$ cat src/rtl/sync_tx_shifter.sv
module sync_tx_shifter #(
  parameter int DW   = 32,
  parameter int CW   = 5,
  parameter int NCLK = 2,
  localparam int SELW = (NCLK > 1) ? $clog2(NCLK) : 1
) (
  input  logic            clk,
  input  logic            rst_n,
  input  logic [NCLK-1:0] sclk_in,
  input  logic [SELW-1:0] sclk_sel,
  input  logic            sclk_inv,
  input  logic [CW:0]     cfg,
  input  logic            load,
  input  logic [DW-1:0]   load_data,
  output logic            sdo,
  output logic            done
);

  logic          s_now, s_prev;
  logic [DW-1:0] shreg, hold;
  logic [CW-1:0] cnt;
  logic          busy, hold_v;

  wire pick       = sclk_in[sclk_sel] ^ sclk_inv;
  wire rise       = s_now & ~s_prev;
  wire start_stop = cfg[CW];
  wire last       = (cnt == cfg[CW-1:0]);
  wire take_new   = load & (start_stop | ~busy);
  wire finish     = busy & rise & last;

  always_ff @(posedge clk) begin
    if (!rst_n) begin
      s_now  <= 1'b0;
      s_prev <= 1'b0;
    end else begin
      s_now  <= pick;
      s_prev <= s_now;
    end
  end

  always_ff @(posedge clk) begin
    if (!rst_n) begin
      shreg  <= '0;
      hold   <= '0;
      cnt    <= '0;
      busy   <= 1'b0;
      hold_v <= 1'b0;
      done   <= 1'b0;
    end else if (take_new) begin
      shreg  <= load_data;
      cnt    <= '0;
      busy   <= 1'b1;
      hold_v <= 1'b0;
      done   <= 1'b0;
    end else if (finish) begin
      if (hold_v) begin
        shreg  <= hold;
        cnt    <= '0;
        hold_v <= load;
        if (load) hold <= load_data;
      end else if (load) begin
        shreg <= load_data;
        cnt   <= '0;
      end else begin
        busy <= 1'b0;
        done <= 1'b1;
      end
    end else begin
      if (busy && rise) begin
        shreg <= shreg >> 1;
        cnt   <= cnt + 1'b1;
      end
      if (load) begin
        hold   <= load_data;
        hold_v <= 1'b1;
      end
    end
  end

  assign sdo = shreg[0];

endmodule

$ cat config.mk
export PLATFORM = sky130hd
export DESIGN_NAME = sync_tx_shifter
export DESIGN_NICKNAME = d
export VERILOG_FILES = /design/src/rtl/sync_tx_shifter.sv
export SDC_FILE = /design/constraint.sdc
export NUM_CORES = 1
export LEC_CHECK = 0
export BUFFER_PORTS_ARGS = -buffer_cell sky130_fd_sc_hd__clkbuf_2
export CAP_MARGIN = 20
export CORE_MARGIN = 4
export CORE_UTILIZATION = 30
export CTS_CLUSTER_SIZE = 25
export DETAILED_ROUTE_END_ITERATION = 6
export HOLD_SLACK_MARGIN = 0.02
export PLACE_DENSITY = 0.47
export SKIP_CTS_REPAIR_TIMING = 1
export SYNTH_ARGS = -nofsm -noshare
export SYNTH_HDL_FRONTEND = slang
export SYNTH_SLANG_ARGS = --single-unit
export TNS_END_PERCENT = 1
$ cat constraint.sdc
create_clock -name clk -period 1.57 [get_ports clk]
set_input_delay 0.2355 -clock clk [delete_from_list [all_inputs] [get_ports clk]]
set_output_delay 0.2355 -clock clk [all_outputs]
set_load 0.005 [all_outputs]
-- After elaboration in Yosys (flattened, before gate mapping)
Index checks and enable logic that the tools add are counted.
- input bits: 45
- bits in registers: 74
- bitwise operators: 12
- mux-type cells: 21
- order comparisons: 1
- reductions and logical operators: 11
- eq/ne operators: 6
- add/sub/neg operators: 1
- operator list (kind ; count):
    $mux 32 ; 8
    $mux 5 ; 4
    $mux 1 ; 9
    $not 1->1 ; 6
    $reduce_and 2->1 ; 3
    $reduce_and 3->1 ; 2
    $reduce_bool 2->1 ; 3
    $add 5x1->5 const B ; 1
    $eq 5x5->1 ; 1
    $and 1x1->1 ; 4
    $ne 2x1->1 const B ; 2
    $ne 4x4->1 const B ; 1
    $ne 3x3->1 const B ; 1
    $reduce_bool 3->1 ; 1
    $lt 1x2->1 const B ; 1
    $ne 2x2->1 const B ; 1
    $reduce_or 2->1 ; 1
    $logic_and 1x1->1 ; 1
    $or 1x1->1 ; 1
    $xor 1x1->1 ; 1

-- Longest topological paths before layout
- depth after elaboration: 6
- mapped depth: 8
- depth with buffers taken out: 5

-- Worst setup path before layout
No wires, ideal clock.
- path kind: flip-flop to flip-flop
- start point: register cnt[0]
- end point: register shreg[28]
- data required time: 1455 ps
- arrival time: 1607 ps
- cell stages (with the launch flop): 8
- clock period less this slack: 1722 ps
- setup time: 115 ps
- slack: -152 ps
- buffers on the path: 2
- cells stage by stage: dfxtp_1 -> xnor2_1 -> nand3_2 -> buf_2 -> buf_6 -> o41ai_1 -> a2bb2oi_1 -> o21a_1
- cells in the longest elaborated chain, start to end: 4
- elaborated cells between the ends (all ways): 7
- ends and longest elaborated chain (what ; RTL line ; RTL):
    start, declared ; 21 ; logic [CW-1:0] cnt;
    start signal, assigned ; 71 ; cnt <= cnt + 1'b1;
    $eq 5x5->1 * ; 27 ; wire last = (cnt == cfg[CW-1:0]);
    $and 1x1->1 * ; 29 ; wire finish = busy & rise & last;
    $ne 4x4->1 (no source line), or another cell as far along ; - ;
    $reduce_and 2->1 (no source line) / $mux 32 (equally long branches) ; - ;
    end signal, assigned ; 50 ; shreg <= load_data;
    end signal, assigned ; 57 ; shreg <= hold;
    end signal, assigned ; 62 ; shreg <= load_data;
    end, declared ; 20 ; logic [DW-1:0] shreg, hold;
Mark *: on every way between the ends. The rest lies on a longest branch, timed or not.
A chain may end at the register's enable or synchronous reset.

-- Worst setup path after layout
- start point: register cnt[3]
- end point: register shreg[14]
Same word-level chain as after synthesis.

==> metrics.md <==
| Metric | Value |
|---|---|
| Status | finished with violations |
| Failing checks | negative setup slack |
| Clk_lat worst skew | 0.35 ns |
| Synth unique cells | 56 |
| Synth Area per Inst | 8.66 um^2 |
| Antenna violations before repair | 0 |
| CTS Buf Count | 9 |
| Final worst-path setup slack | -0.215 ns |
| DRT antenna net count | 0 |
| 1st-iter DRT viols | 210 |
| Vias | 3,874 |
| Dpl hpwl | 8.72 mm |
| Total track usage | 0.170 |
| Nets | 594 |
| Crit-path cells | xnor2_4, and3_4, buf_12, and4_1, o21ai_1, a311oi_1 |
| Most common cell after layout, fill and taps aside | dfxtp_1 |
| I/O pin count | 47 |
| # port buffers | 46 |
| Final min period | 1.79 ns |
| Vias in the first global route | 3,832 |
| CP Capture Type | flip-flop |
| Final Core Density | 0.431 |
| Max_cap viols | 0 |
| Clock Skews | 0.0108 ns |
| Final Setup Violations | 66 |
| Worst EP arrival | 2.02 ns |
| Reg2Reg Capture Point | shreg[14]$_SDFFE_PN0P_ |
| FMAX | 560 MHz |
| Slew headroom | 0.704 |
| P&R area growth vs syn | 38.3% |
| Primary FF master, synth | dfxtp_1 |
| Pwr/cell area | 899 nW/um^2 |
| YS warnings | 0 |
| Clock slew seen by the registers of the worst setup and hold paths | 0.06 ns |
| DR DRC count | 0 |
| Core Rows | 41 |
| Worst slew pin tran | 0.443 ns |
| N_diodes | 0 |
| Pleak | 2.27 nW |
| Peak VDD IR | 0.629 mV |
| Final Hold Vio Count | 0 |
| Clock net sink count | 74 |
| Area of the die | 15,200 um^2 |
| Max clock buf depth | 2 |
| Worst Hold Class | primary input to flip-flop |
| Crit path kind | flip-flop to flip-flop |
| Final wirelength | 13.0 mm |
| Die height | 123 um |
| Worst Min Path Start | sclk_inv |
| Worst Path Required | 1.81 ns |
| Post-Syn Instances | 462 |
| CTS tree | done |
| Hold Path Stages | 3 |
| Vias per cell | 5.35 |
| Setup repair after global routing missed its margin | true |
| Critical path launch point type | flip-flop |
| Fillers | 1,312 |
| Starting density of the core | 0.312 |
| RR Startpoint | cnt[3]$_SDFFE_PP0P_ |
| Flop2flop setup slack | -0.22 ns |
| First-pass GRT wire length | 20.1 mm |
| Hold Path End | s_now$_SDFF_PN0_ |
| Placer Congestion | 0.833 |
| Core ar. | 12,800 um^2 |
| DR WL/cell | 18.0 um |
| Slowest CP cell | dfxtp_4 |
| H-tree levels | 3 |
| Part of the Yosys area used for sequential elements | 0.370 |
| Yosys reg bits | 74 |
| Critical Path Max Stage Delay | 0.36 ns |
| R2r worst-path depth | 6 |
| Placed cell count | 701 |
| Finished Layout Cells | 724 |
| Synth Net Count | 508 |
| Chip Width | 123 um |
| CTS root buffer | clkbuf_16 |
| CP Max Fanout | 8 |
| Largest net degree at the start of global routing | 34 |
| Pins Over Slew Limit | 0 |
| Most frequent cells in the layout | dfxtp_1, nand2_1, buf_4, clkbuf_2, nor2_1 |
| Share of layout cells above drive strength 1 | 0.322 |
| Period utilisation layout | 1.14 |
| Post-synth EDFFs | 0 |
| Total gr overflow | 0 |
| Sum Neg Setup Slack | -9.57 ns |
| Cell Area, Synth | 4000 um^2 |
| Async set or reset register ratio after synthesis | 0 |
| DRT Pass-1 Iters | 4 |
==> registers in the layout, indices dropped and copies added (netlist names) <==
name    flops
busy        1
cnt         5
done        1
hold       32
hold_v      1
s_now       1
s_prev      1
shreg      32
==> Yosys cell counts (all sizes together), types with 5 or more instances <==
| cell | instances | area, um^2 |
|---|---|---|
| nand3 | 21 | 110 |
| a2bb2oi | 5 | 43.8 |
| a21boi | 13 | 97.6 |
| dfxtp | 74 | 1480 |
| xnor2 | 7 | 76.3 |
| clkbuf | 18 | 68.8 |
| nor2 | 49 | 186 |
| a32oi | 13 | 114 |
| a311oi | 27 | 236 |
| mux2i | 35 | 350 |
| a21oi | 29 | 145 |
| and4 | 11 | 96.3 |
| buf | 27 | 191 |
| o21ai | 20 | 111 |
| nand2 | 48 | 183 |
==> per-layer routing <==
| layer | vias up | track usage | routed length (um) |
|---|---|---|---|
| met2 | 79 | 0.281 | 6450 |
| met1 | 1869 | 0.220 | 5890 |
| met4 | 0 | 0.0623 | 267 |
| li1 | 1907 | - | - |
| met5 | - | 0 | 0 |
| met3 | 19 | 0.0348 | 434 |
==> worst max path at each step <==
stage | startpoint | endpoint | slack [ns]
floorplan | busy$_SDFFE_PN0P_ | shreg[11]$_SDFFE_PN0P_ | -0.03
global placement | cfg[3] | hold[30]$_SDFFE_PN0P_ | -0.24
detailed placement | busy$_SDFFE_PN0P_ | hold[2]$_SDFFE_PN0P_ | -0.27
CTS | busy$_SDFFE_PN0P_ | hold[2]$_SDFFE_PN0P_ | -0.29
global route | cnt[3]$_SDFFE_PP0P_ | shreg[18]$_SDFFE_PN0P_ | -0.29
finish | cnt[3]$_SDFFE_PP0P_ | shreg[14]$_SDFFE_PN0P_ | -0.22
==> metrics by stage <==
step	hold slack (ns)	setup slack (ns)	power, mW	instance area, um^2
2_1_floorplan	0.353	-0.0331	2.63	4120
3_3_place_gp	0.437	-0.241	2.96	4900
3_5_place_dp	0.448	-0.268	2.97	4900
4_1_cts	0.134	-0.290	4.93	5170
5_1_grt	0.150	-0.285	5.20	5530
6_report	0.142	-0.215	4.97	5530
==> critical path: cells and delay by family, from the launching register on <==
| family | cells | cell delay [ns] |
|---|---|---|
| AND/OR/NAND/NOR | 2 | 0.53 |
| flip-flops | 1 | 0.36 |
| AO/OA/AOI/OAI | 2 | 0.35 |
| XOR/XNOR | 1 | 0.27 |
| buffers and inverters | 1 | 0.15 |
==> report_power, final <==
part | leakage (nW) | internal, mW | switching (mW)
clock network | 0.138 | 1.14 | 0.807
registers | 0.612 | 2.01 | 0.0890
logic | 1.52 | 0.438 | 0.488
==> layout make-up <==
| cell class | count | area [um^2] | area share |
|---|---|---|---|
| clock inverter | 3 | 15.0 | 0.00271 |
| tap | 172 | 215 | 0.0389 |
| multi-input combinational | 340 | 2510 | 0.454 |
| clock buffer | 12 | 256 | 0.0464 |
| sequential | 74 | 1490 | 0.269 |
| timing repair buffer | 119 | 1030 | 0.186 |
| inverter | 4 | 15.0 | 0.00271 |
==> logic make-up after synthesis <==
family,share of synthesized area
adders and majority gates,0.00313
xor gates and xnor gates,0.0235
and+or+nand+nor,0.180
muxes,0.0876
AOI/OAI and AO/OA,0.267
buffers and inverters,0.0688
DFF,0.370
No activity file was read; power rests on OpenSTA's default activity.
